**src/rtl/ccf_pkg.sv**
```systemverilog
package ccf_pkg;
  localparam int unsigned FC = 0;
  localparam int unsigned FV = 1;
  localparam int unsigned FZ = 2;
  localparam int unsigned FN = 3;
  localparam int unsigned FX = 4;
  localparam int unsigned FR = 8;

  typedef enum logic [3:0] {
    OP_LIVE = 4'd0, OP_ADD = 4'd1, OP_SUB = 4'd2, OP_CMP = 4'd3,
    OP_MOVE = 4'd4, OP_MULS = 4'd5, OP_MULU = 4'd6, OP_MCP = 4'd7,
    OP_BTST = 4'd8
  } op_e;

  typedef enum logic [1:0] {
    SZ_B = 2'd0, SZ_H = 2'd1, SZ_W = 2'd2, SZ_NONE = 2'd3
  } sz_e;
endpackage

```
**src/rtl/ccf_arith.sv**
```systemverilog
module ccf_arith
  import ccf_pkg::*;
#(
  parameter int DW = 32,
  parameter int SW = 32
) (
  input  logic [1:0]    sz,
  input  logic [DW-1:0] src,
  input  logic [DW-1:0] dst,
  input  logic [DW-1:0] res,
  input  logic          invert,
  input  logic          carry_to_r,
  output logic [SW-1:0] flags
);
  logic [DW-1:0] s_eff;
  logic sm, dm, rm, zr, ok, cy;

  assign s_eff = invert ? ~src : src;

  // sign and zero taps chosen by size
  always_comb begin
    ok = 1'b1;
    sm = 1'b0; dm = 1'b0; rm = 1'b0; zr = 1'b0;
    case (sz_e'(sz))
      SZ_B: begin sm = s_eff[7];    dm = dst[7];    rm = res[7];    zr = (res[7:0] == 8'd0); end
      SZ_H: begin sm = s_eff[15];   dm = dst[15];   rm = res[15];   zr = (res[15:0] == 16'd0); end
      SZ_W: begin sm = s_eff[DW-1]; dm = dst[DW-1]; rm = res[DW-1]; zr = (res == '0); end
      default: ok = 1'b0;
    endcase
  end

  always_comb begin
    flags = '0;
    cy = 1'b0;
    if (ok) begin
      if (rm) begin
        flags[FN] = 1'b1;
        if (!sm && !dm)     flags[FV] = 1'b1;
        else if (sm && dm)  cy = 1'b1;
      end else begin
        flags[FZ] = zr;
        flags[FV] = sm & dm;
        cy = sm | dm;
      end
    end
    if (invert) cy = ~cy;
    if (carry_to_r) flags[FR] = cy;
    else            flags[FC] = cy;
  end
endmodule

```
**src/rtl/ccf_mul.sv**
```systemverilog
module ccf_mul
  import ccf_pkg::*;
#(
  parameter int DW = 32,
  parameter int SW = 32
) (
  input  logic          signed_mode,
  input  logic [DW-1:0] res,
  input  logic [DW-1:0] hi,
  output logic [SW-1:0] flags
);
  localparam int PW = 2 * DW;
  logic [PW-1:0] full;
  assign full = {hi, res};

  always_comb begin
    flags = '0;
    if (full == '0) flags[FZ] = 1'b1;
    else            flags[FN] = full[PW-1];
    if (signed_mode) flags[FV] = (hi != {DW{res[DW-1]}});
    else             flags[FV] = (hi != '0);
  end
endmodule

```
**src/rtl/ccf_btst.sv**
```systemverilog
module ccf_btst
  import ccf_pkg::*;
#(
  parameter int DW      = 32,
  parameter int SW      = 32,
  parameter int VW      = 8,
  parameter int VER_LIM = 32
) (
  input  logic [SW-1:0] old_status,
  input  logic [DW-1:0] t0,
  input  logic [DW-1:0] t1,
  input  logic [VW-1:0] version,
  output logic [SW-1:0] new_status
);
  localparam int SELW = $clog2(DW);
  localparam logic [SELW-1:0] TOPBIT = SELW'(DW - 1);

  logic [SELW-1:0] sel;
  logic [SELW-1:0] shamt;
  logic [DW-1:0]   low_mask;

  assign sel      = t1[SELW-1:0];
  assign shamt    = TOPBIT - sel;
  assign low_mask = {DW{1'b1}} >> shamt;

  always_comb begin
    new_status     = old_status;
    new_status[FX] = 1'b0;
    new_status[FN] = t0[sel];
    new_status[FZ] = ((t0 & low_mask) == '0);
    if (version < VW'(VER_LIM)) begin
      new_status[FV] = 1'b0;
      new_status[FC] = 1'b0;
    end
  end
endmodule

```
**src/rtl/ccflag_eval.sv**
```systemverilog
module ccflag_eval
  import ccf_pkg::*;
#(
  parameter int DW      = 32,
  parameter int SW      = 32,
  parameter int VW      = 8,
  parameter int VER_LIM = 32
) (
  input  logic          clk,
  input  logic          rst,
  input  logic          eval_en,
  input  logic [3:0]    op_class,
  input  logic [1:0]    size_code,
  input  logic [DW-1:0] opnd_src,
  input  logic [DW-1:0] opnd_dst,
  input  logic [DW-1:0] result,
  input  logic [DW-1:0] mul_hi,
  input  logic [SW-1:0] flag_mask,
  input  logic          x_in,
  input  logic [VW-1:0] version,
  output logic [SW-1:0] status
);
  op_e op;
  assign op = op_e'(op_class);

  logic is_sub;
  logic [SW-1:0] arith_f, mcp_f, mul_f, move_f, btst_s, flags, wmask, merged, nxt;

  assign is_sub = (op == OP_SUB) || (op == OP_CMP);

  ccf_arith #(.DW(DW), .SW(SW)) u_arith (
    .sz(size_code), .src(opnd_src), .dst(opnd_dst), .res(result),
    .invert(is_sub), .carry_to_r(1'b0), .flags(arith_f));

  ccf_arith #(.DW(DW), .SW(SW)) u_mcp (
    .sz(SZ_W), .src(opnd_src), .dst(opnd_dst), .res(result),
    .invert(1'b0), .carry_to_r(1'b1), .flags(mcp_f));

  ccf_mul #(.DW(DW), .SW(SW)) u_mul (
    .signed_mode(op == OP_MULS), .res(result), .hi(mul_hi), .flags(mul_f));

  ccf_btst #(.DW(DW), .SW(SW), .VW(VW), .VER_LIM(VER_LIM)) u_btst (
    .old_status(status), .t0(opnd_dst), .t1(opnd_src),
    .version(version), .new_status(btst_s));

  // move/logic/shift: sign-or-zero at half and word, general rule otherwise
  always_comb begin
    move_f = '0;
    case (sz_e'(size_code))
      SZ_H: begin
        if (result[15]) move_f[FN] = 1'b1;
        else            move_f[FZ] = (result[15:0] == 16'd0);
      end
      SZ_W: begin
        if (result[DW-1]) move_f[FN] = 1'b1;
        else              move_f[FZ] = (result == '0);
      end
      default: move_f = arith_f;
    endcase
  end

  always_comb begin
    case (op)
      OP_MOVE:          flags = move_f;
      OP_MULS, OP_MULU: flags = mul_f;
      OP_MCP:           flags = mcp_f;
      default:          flags = arith_f;
    endcase
  end

  always_comb begin
    wmask     = flag_mask;
    wmask[FX] = 1'b1;
    if (x_in && flags[FZ]) wmask[FZ] = 1'b0;
    merged = (status & ~wmask) | (flags & wmask);
    case (op)
      OP_LIVE: nxt = status;
      OP_BTST: nxt = btst_s;
      default: nxt = merged;
    endcase
  end

  always_ff @(posedge clk) begin
    if (rst)          status <= '0;
    else if (eval_en) status <= nxt;
  end

  // no strobe, no change
  a_r1_idle_hold: assert property (@(posedge clk) disable iff (rst)
    !eval_en |=> $stable(status));

  // live class keeps status
  a_r11_live_hold: assert property (@(posedge clk) disable iff (rst)
    (eval_en && op_class == 4'd0) |=> $stable(status));

  // evaluating classes clear X
  a_r9_x_cleared: assert property (@(posedge clk) disable iff (rst)
    (eval_en && op_class != 4'd0) |=> !status[FX]);

  // with X in, Z cannot rise (bit test excluded)
  a_r9_sticky_z: assert property (@(posedge clk) disable iff (rst)
    (eval_en && x_in && op_class != 4'd8 && !status[FZ]) |=> !status[FZ]);

  // unsigned multiply with nonzero upper word sets V when unmasked
  a_r7_mulu_v: assert property (@(posedge clk) disable iff (rst)
    (eval_en && op_class == 4'd6 && flag_mask[FV] && mul_hi != '0) |=> status[FV]);
endmodule

```
**config.mk**
```make
export PLATFORM = sky130hd
export DESIGN_NAME = ccflag_eval
export DESIGN_NICKNAME = d
export VERILOG_FILES = /design/src/rtl/ccf_pkg.sv /design/src/rtl/ccf_arith.sv /design/src/rtl/ccf_mul.sv /design/src/rtl/ccf_btst.sv /design/src/rtl/ccflag_eval.sv
export SDC_FILE = /design/constraint.sdc
export NUM_CORES = 1
export LEC_CHECK = 0
export ABC_CLOCK_PERIOD_IN_PS = 6000
export CORE_AREA = 2 2 82 84
export CTS_CLUSTER_SIZE = 20
export DETAILED_ROUTE_END_ITERATION = 7
export DIE_AREA = 0 0 84 86
export DONT_BUFFER_PORTS = 1
export SLEW_MARGIN = 20
export SYNTH_ARGS = -nofsm -noshare
export SYNTH_HDL_FRONTEND = slang
export SYNTH_SLANG_ARGS = --single-unit
export TNS_END_PERCENT = 10
```
**constraint.sdc**
```tcl
create_clock -name clk -period 6 [get_ports clk]
set_clock_uncertainty 0.15 [all_clocks]
set_input_delay 0 -clock clk [delete_from_list [all_inputs] [get_ports clk]]
set_output_delay 0 -clock clk [all_outputs]
set_load 0.005 [all_outputs]
```
# Word level (Yosys, flattened, before mapping)

Index checks and enable logic that the tools add are counted.
Widths: inputs -> output; s select.

$lt $le $gt $ge: 2
Bitwise operators: 13
Multiply operators: 0
Equality and inequality tests: 11
Add/sub/neg operators: 1
Shift-type cells: 1
Reductions and logical operators: 24
Multiplexer cells: 36
Divide/modulo/power cells: 0

Operators with widths:

| operator              | count |
|---|---|
| $and 32x32->32        | 3 |
| $logic_not 32->1      | 2 |
| $logic_not 64->1      | 1 |
| $not 32->32           | 2 |
| $pmux 32 s2           | 1 |
| $mux 32               | 1 |
| $ne 32x32->1          | 1 |
| $or 32x32->32         | 1 |
| $reduce_bool 32->1    | 1 |
| $shr 32x5->32 const A | 1 |
| $pmux 9 s3            | 1 |
| $mux 1                | 24 |
| $eq 4x3->1 const B    | 4 |
| $logic_not 16->1      | 1 |
| $pmux 1 s3            | 4 |
| $eq 4x2->1 const B    | 2 |
| $logic_not 8->1       | 1 |
| $lt 8x6->1 const B    | 1 |
| $lt 5x6->1 const B    | 1 |
| $reduce_and 3->1      | 2 |
| $bmux 1 s5            | 1 |
| $logic_and 1x1->1     | 5 |
| $sub 5x5->5 const A   | 1 |
| $eq 4x4->1 const B    | 1 |
| 16 further kinds      | 25 |

Flip-flop bits (word level): 32
Output and inout port bits: 32
Memories kept: 0
Bits in latches: 0
RAM bits: 0
Word-level logic and storage cells: 91
Bits in read-only memories: 0
Bits of input ports: 178

# Longest topological paths before layout

Gate-level depths: netlist of run 1.

Depth after elaboration: 19
Depth in mapped cells: 9
Mapped depth without buffers: 9

# Cells and area by module

From an unflattened synthesis of run 1, not the netlist that was laid out.

Cells, all modules: 687
Area total of the unflattened synthesis: 5407.7 um^2

Modules (own cells, without submodules):

| module      | area each (um^2) | seq. area each (um^2) | cells an instance | instances |
|---|---|---|---|---|
| ccflag_eval | 3060.4           | 640.6                 | 368               | 1 |
| ccf_arith   | 509.2            | 0.0                   | 72                | 2 |
| ccf_btst    | 875.8            | 0.0                   | 105               | 1 |
| ccf_mul     | 452.9            | 0.0                   | 70                | 1 |

# Least setup slack after synthesis of run 1

No wires, ideal clock.

Kind: input to register
Start point: in opnd_dst[20]
End point: reg with a tool-made name
Slack: 3727 ps
Cell stages on the path: 7
Arrival: 2020 ps
Required time: 5747 ps
Path buffers: 0
Library setup time: 103 ps
Cell sequence: or4_4 -> o31ai_2 -> nand2_1 -> or4_1 -> a2111oi_2 -> a2111oi_1 -> a2111oi_2

RTL lines:

| element            | line              | text |
|---|---|---|
| start: declaration | ccflag_eval.sv:15 | `input logic [DW-1:0] opnd_dst,` |

# Worst setup path after layout of run 1

Start point: in op_class[3]
End point: reg status[1]

Word-level cells in the longest chain between the ends: 14
Elaborated cells between the ends (all ways): 27
Those cells by class: eq/ne: 8; mux: 9; bitwise: 4; reduce/logical: 6

Ends and longest elaborated chain:

| element                | line              | text |
|---|---|---|
| start: declaration     | ccflag_eval.sv:12 | `input logic [3:0] op_class,` |
| $eq 4x2->1             | ccflag_eval.sv:29 | `assign is_sub = (op == OP_SUB) \|\| (op == OP_CMP);` |
| $logic_or 1x1->1       | ccflag_eval.sv:29 |  |
| $mux 32                | ccf_arith.sv:18   | `assign s_eff = invert ? ~src : src;` |
| $pmux 1 s3             | ccf_arith.sv:24   | `case (sz_e'(sz))` |
| $logic_not 1->1        | ccf_arith.sv:38   | `if (!sm && !dm) flags[FV] = 1'b1;` |
| $logic_and 1x1->1      | ccf_arith.sv:38   |  |
| $mux 1                 | ccf_arith.sv:38   |  |
| $mux 1                 | ccf_arith.sv:36   | `if (rm) begin` |
| $mux 3                 | ccf_arith.sv:35   | `if (ok) begin` |
| $mux 2                 | ccflag_eval.sv:49 | `case (sz_e'(size_code))` |
| $pmux 9 s3             | ccflag_eval.sv:63 | `case (op)` |
| $and 32x32->32         | ccflag_eval.sv:75 | `merged = (status & ~wmask) \| (flags & wmask);` |
| $or 32x32->32          | ccflag_eval.sv:75 |  |
| $pmux 32 s2            | ccflag_eval.sv:76 | `case (op)` |
| end signal: assignment | ccflag_eval.sv:85 | `else if (eval_en) status <= nxt;` |
| end: declaration       | ccflag_eval.sv:21 | `output logic [SW-1:0] status` |

Several ways; a longest one is shown, not always the timed one. The select of a mux whose other input is x is not followed.
A chain may end at the register's enable or synchronous reset.

==> impl_metrics.py, run 1 <==
metrics = {
    "power": {
        "p_leak_nw": 0.986,
        "ir_drop_v": 0.000156,
        "p_total_w": 0.000455,
        "p_per_area_mw_per_mm2": 157,
    },
    "worst_setup_path": {
        "critPathMaxFanout": 5,
        "r2r_start": "status[0]",
        "start_kind": "primary input",
        "rrSetupSlack_ns": 3.97,
        "worstReg2RegEnd": "status[0]",
        "crit_end": "status[1]",
        "crit_required_ns": 6.01,
        "critPathArrivalTime_ns": 3.06,
        "worstSetupEndpointType": "register",
        "rr_worst_depth": 5,
        "crit_type": "in2reg",
        "startpoint": "op_class[3]",
    },
    "clocking": {
        "cts.sinks": 31,
        "htree_levels": 2,
        "clk_pin_slew_ns": 0.06,
        "ctsResizeCount": 0,
        "clk_latency_ns": 0.27,
        "cts_tree": "done",
        "post-cts-setup-buffers": 0,
        "cts.path.max_buffers": 2,
        "numCtsBuffers": 5,
        "ctsHoldBuffers": 38,
        "clockRootBuffer": "clkbuf_8",
    },
    "detailed_routing": {
        "avgRoutedWirePerCell_um": 18.4,
        "vias": 2505,
        "dr.max_layer_used": "met4",
        "wl_met1_um": 2960,
        "viasPerCell": 6.20,
        "drtAntennaViolNets": 0,
        "drcViolationCount": 0,
        "drt_iter0_drc": 132,
        "dr.pass1.iters": 6,
        "route.met2.wl_um": 3730,
        "met3WireLength_um": 623,
        "wirelength_um": 7450,
    },
    "sta": {
        "setup_viol": 0,
        "min_period_ns": 3.05,
        "final-hold-violation-count": 0,
        "worst_slew_margin_rel_pct": 33.8,
        "rsz0062_at_grt": "no",
        "timing.hold.ws_ns": 0.200,
        "fmax_ghz": 0.328,
        "finalCritPeriodShare_pct": 50.8,
        "tightestPinTransition_ns": 0.993,
        "drv_slew": 0,
        "tns_ns": 0,
    },
    "floorplan": {
        "start_util_pct": 39.1,
        "core_area_mm2": 0.00628,
        "num_io_pins": 210,
        "fp-row-count": 29,
        "die_w_um": 84,
        "die_y_um": 86,
        "dieArea_mm2": 0.00722,
    },
    "synthesis": {
        "yosys.cell_types.count": 63,
        "synth_top_area_share_pct": 25.3,
        "synth_flop_cell": "dfxtp_1",
        "synth_cells": 299,
        "async_reset_ff_share_pct": 0,
        "synth_area_mm2": 0.00245,
        "synth_top_cells_by_area": "dfxtp_1 25%, a21oi_1 9.0%, nand2b_1 6.9%",
        "ys_seq_area_share_pct": 25.3,
        "yosysWarnings": 0,
        "ys_seq_elements": 31,
        "syn_area_per_cell_um2": 8.20,
        "yosysTopAreaCell": "dfxtp_1",
        "synth.net_count": 481,
        "synth_edf_count": 0,
    },
    "min_path": {
        "hold_class": "in2reg",
        "holdPathStages": 2,
    },
    "finish": {
        "final_common_cell": "a21oi_1",
        "largest_register_ffs": 29,
        "layout.nets": 508,
        "final_cells": 404,
        "n_antenna_cell": 0,
        "final_cell_mix": "44 x a21oi_1, 38 x dlygate4sd3_1, 31 x dfxtp_1",
        "drive_gt1_share_pct": 6.42,
        "area_delta_synth_final_pct": 18.2,
        "regMostFlops": "status",
        "reg.largest.list": "status x29",
        "finish.utilization_pct": 46.2,
    },
    "run_status": {
        "status": "finished clean",
    },
    "placed_design": {
        "io_buffers": 0,
        "gp_congestion": 0.874,
        "dp.cells": 358,
        "dp_hpwl_um": 5640,
    },
    "flow_run": {
        "max_cap_viol_count": 0,
    },
    "grt": {
        "antenna_found_initial": 0,
        "grt_pass1_vias": 2458,
        "grt_max_degree": 34,
        "grt-ovfl-total": 0,
        "grt_pass1_wl_um": 11800,
        "grt_usage_pct": 19.9,
    },
}
[worst min-delay path by stage]
stage,startpoint,slack [ns],endpoint
finish,flag_mask[23],0.20,status[23]
global route,flag_mask[21],0.20,status[21]
CTS,flag_mask[19],0.19,status[19]
detailed placement,rst,-0.07,register
global placement,rst,-0.08,status[8]
floorplan,flag_mask[15],-0.06,status[15]
[logic make-up (layout without fill, tap and decap cells)]
family / after synthesis / in the layout / share of synthesized area, %
and+or+nand+nor: 123 / 123 / 28.4
AOI/OAI and AO/OA: 96 / 96 / 26.0
DFF: 31 / 31 / 25.3
buffers and inverters: 25 / 53 / 6.22
muxes: 11 / 11 / 8.78
adders and majority gates: 8 / 8 / 3.67
xor gates and xnor gates: 4 / 4 / 1.43
other: 1 / 1 / 0.153
[report_power, final]
group	switching (W)	internal [W]	total, W
clock	0.0000710	0.0000812	0.000152
sequential	0.00000158	0.000207	0.000209
combinational	0.0000377	0.0000559	0.0000937
total	0.000110	0.000345	0.000455
[cell type report]
cell class | instances | area (um^2)
clock buffers | 7 | 76.3
repair buffers | 38 | 380
well taps | 77 | 96.3
fillers | 611 | 3380
inverters | 7 | 40.0
flip-flops and latches | 31 | 621
clock inverters | 1 | 5.00
multi-input cells | 243 | 1680
[critical path: stages]
cell and delay (ns):
nor3b_1 0.60, xor2_1 0.16, a222oi_1 0.55, mux2i_1 0.24
nor3_1 0.07, o311ai_1 0.21, dlygate4sd3_1 0.57, a21oi_1 0.06
dlygate4sd3_1 0.59
[layer usage]
metal / GRT usage (%) / vias to the layer above
met4: 5.43 / 0
met2: 36.2 / 161
met3: 4.14 / 13
li1: - / 1209
met5: 0 / -
met1: 23.7 / 1122
[cells in the mapped netlist, drive strengths merged (4+ instances only)]
master	number
mux4	8
nand2	21
a21oi	44
clkbuf	9
o22ai	4
o21ai	12
nand3	8
nor2	10
nand2b	27
xor2	4
nand4	9
dfxtp	31
inv	6
or4	6
maj3	4
nor3	6
nor4	16
buf	8
ha	4
and3	4
nor2b	5
a2111oi	4
[through the flow]
stage	cell area, um^2	worst slack, ns
after detailed placement	2440	3.61
final	2900	2.95
after global placement	2440	3.61
after CTS	2900	2.96
after global routing	2900	2.61
after floorplan	2450	3.73
No activity file was read; power rests on OpenSTA's default activity.
==> inputs of run 2 (changes only) <==
--- a/config.mk
+++ b/config.mk
@@ -5,7 +5,7 @@
 export SDC_FILE = /design/constraint.sdc
 export NUM_CORES = 1
 export LEC_CHECK = 0
-export ABC_CLOCK_PERIOD_IN_PS = 6000
+export ABC_CLOCK_PERIOD_IN_PS = 3200
 export CORE_AREA = 2 2 82 84
 export CTS_CLUSTER_SIZE = 20
 export DETAILED_ROUTE_END_ITERATION = 7
==> constraint.sdc (replaced) <==
create_clock -name clk -period 3.2 [get_ports clk]
set_clock_uncertainty 0.15 [all_clocks]
set_input_delay 0 -clock clk [delete_from_list [all_inputs] [get_ports clk]]
set_output_delay 0 -clock clk [all_outputs]
set_load 0.005 [all_outputs]
==> run 2 against run 1 <==
  * Final area is 1.4% higher
  * Final cell count did not move
  * Wire length grew 0.32%
  * First-iteration DRC count is 7.6% higher
  * Clock power rose to 2.6 times the previous value
  * Combinational power grew 89%
  * Total power up 110%
  * Hold slack worse by 0.0042 ns
  * Sequential power increased by 88%
  * Critical path depth did not move
  * Register-to-register slack worse by 2.8 ns
  * Critical path type unchanged
  * Critical endpoint unchanged
  * Highest routed layer unchanged
==> impl_metrics.py, run 2 (same netlist as run 1, synthesis figures left out) <==
metrics = {
    "clocking": {
        "numCtsBuffers": 5,
        "htree_levels": 2,
        "cts.sinks": 31,
        "clk_latency_ns": 0.27,
        "cts.path.max_buffers": 2,
        "cts_tree": "done",
        "clk_pin_slew_ns": 0.07,
        "post-cts-setup-buffers": 0,
        "clockRootBuffer": "clkbuf_8",
    },
    "sta": {
        "fin_ws_ns": 0.390,
        "fmax_ghz": 0.356,
        "final-hold-violation-count": 0,
        "setup_viol": 0,
        "finalCritPeriodShare_pct": 87.8,
        "rsz0062_at_grt": "no",
        "min_period_ns": 2.81,
        "drv_slew": 0,
        "worst_slew_margin_rel_pct": 32.3,
        "tns_ns": 0,
        "tightestPinTransition_ns": 1.02,
    },
    "grt": {
        "grt-ovfl-total": 0,
        "grt_usage_pct": 19.7,
        "grt_pass1_wl_um": 11600,
        "grt_max_degree": 34,
        "grt_pass1_vias": 2363,
        "antenna_found_initial": 0,
    },
    "placed_design": {
        "dp_hpwl_um": 5630,
        "io_buffers": 0,
        "dp.cells": 358,
        "gp_congestion": 0.878,
        "place_ws_ns": 0.788,
    },
    "finish": {
        "n_fill_cell": 602,
        "finish.utilization_pct": 46.8,
        "final_cells": 404,
        "final_cell_mix": "44 x a21oi_1, 38 x dlygate4sd3_1, 31 x dfxtp_1",
        "reg.largest.list": "status x29",
        "layout.nets": 508,
        "largest_register_ffs": 29,
        "drive_gt1_share_pct": 7.34,
        "regMostFlops": "status",
        "n_antenna_cell": 0,
        "final_common_cell": "a21oi_1",
        "area_delta_synth_final_pct": 19.8,
    },
    "worst_setup_path": {
        "critPathMaxFanout": 5,
        "start_kind": "primary input",
        "rr_worst_depth": 5,
        "crit_end": "status[1]",
        "worstSetupEndpointType": "register",
        "worstReg2RegEnd": "status[0]",
        "startpoint": "op_class[3]",
        "crit_required_ns": 3.21,
        "critPathArrivalTime_ns": 2.82,
        "crit_type": "in2reg",
        "r2r_start": "status[0]",
        "rrSetupSlack_ns": 1.17,
    },
    "detailed_routing": {
        "wirelength_um": 7470,
        "drcViolationCount": 0,
        "viasPerCell": 6.10,
        "dr.pass1.iters": 5,
        "vias": 2466,
        "drt_iter0_drc": 142,
        "drtAntennaViolNets": 0,
        "avgRoutedWirePerCell_um": 18.5,
    },
    "floorplan": {
        "core_area_mm2": 0.00628,
        "die_w_um": 84,
        "die_y_um": 86,
        "num_io_pins": 210,
        "start_util_pct": 39.1,
        "fp-row-count": 29,
        "dieArea_mm2": 0.00722,
    },
    "power": {
        "p_per_area_mw_per_mm2": 327,
        "p_leak_nw": 1.01,
        "ir_drop_v": 0.000357,
    },
    "flow_run": {
        "max_cap_viol_count": 0,
    },
    "min_path": {
        "hold_class": "in2reg",
    },
    "run_status": {
        "status": "finished clean",
    },
}
==> run 2: changes by cell type in the layout (fill, tap and decap cells not counted), sizes merged <==
cell and change:
bufinv +1, clkbuf -1
==> run 2: metrics by stage <==
stage	total power, W	instance area (um^2)	hold WS (ns)
after CTS	0.000971	2930	0.185
after global routing	0.00101	2940	0.183
after detailed placement	0.000533	2440	-0.0762
final	0.000960	2940	0.196
after floorplan	0.000541	2450	-0.0622
after global placement	0.000533	2440	-0.0771
==> run 2: worst min-delay path by stage <==
stage	to	slack (ns)	from	cells past startpoint
after floorplan	status[15]	-0.06	flag_mask[15]	1
after global routing	status[21]	0.18	flag_mask[21]	2
after CTS	status[19]	0.19	flag_mask[19]	2
after global placement	status[8]	-0.08	rst	1
after detailed placement	register	-0.08	rst	1
final	status[24]	0.20	flag_mask[24]	2
==> run 2: routing by layer <==
| layer | GRT usage [%] | part of all wire, % | up-vias |
|---|---|---|---|
| met5 | 0 | 0 | - |
| met4 | 5.57 | 1.2 | 0 |
| met3 | 3.95 | 8.1 | 6 |
| met2 | 35.8 | 50 | 148 |
| met1 | 23.7 | 41 | 1095 |
| li1 | - | - | 1217 |
==> run 2: worst max-delay path, cell delays in order <==
cell and delay, ns:
nor3b_2 0.38, xor2_1 0.13, a222oi_1 0.51, mux2i_1 0.25, nor3_1 0.07, o311ai_1 0.21, dlygate4sd3_1 0.59, a21oi_1 0.07
dlygate4sd3_1 0.61
==> run 2: layout make-up <==
class	instances	area [um^2]	share of cell area, %
clock inverter	2	35.0	1.19
clock buffer	6	82.6	2.81
multi-input combinational	243	1680	57.3
timing repair buffer	38	380	12.9
tap	77	96.3	3.28
inverter	7	40.0	1.36
sequential	31	621	21.1
==> run 2: where the power goes <==
group	leakage, nW	switching, W	internal (W)
Sequential	0.250	0.00000287	0.000389
Clock	0.0612	0.000140	0.000252
Combinational	0.696	0.0000715	0.000105
Total	1.01	0.000215	0.000746
==> run 2: timing repair <==
action / CTS / global route
setup endpoints to repair: 0 / 1
hold buffers: 38 / 0
resized for setup: 0 / 1
hold endpoints to repair: 31 / 0
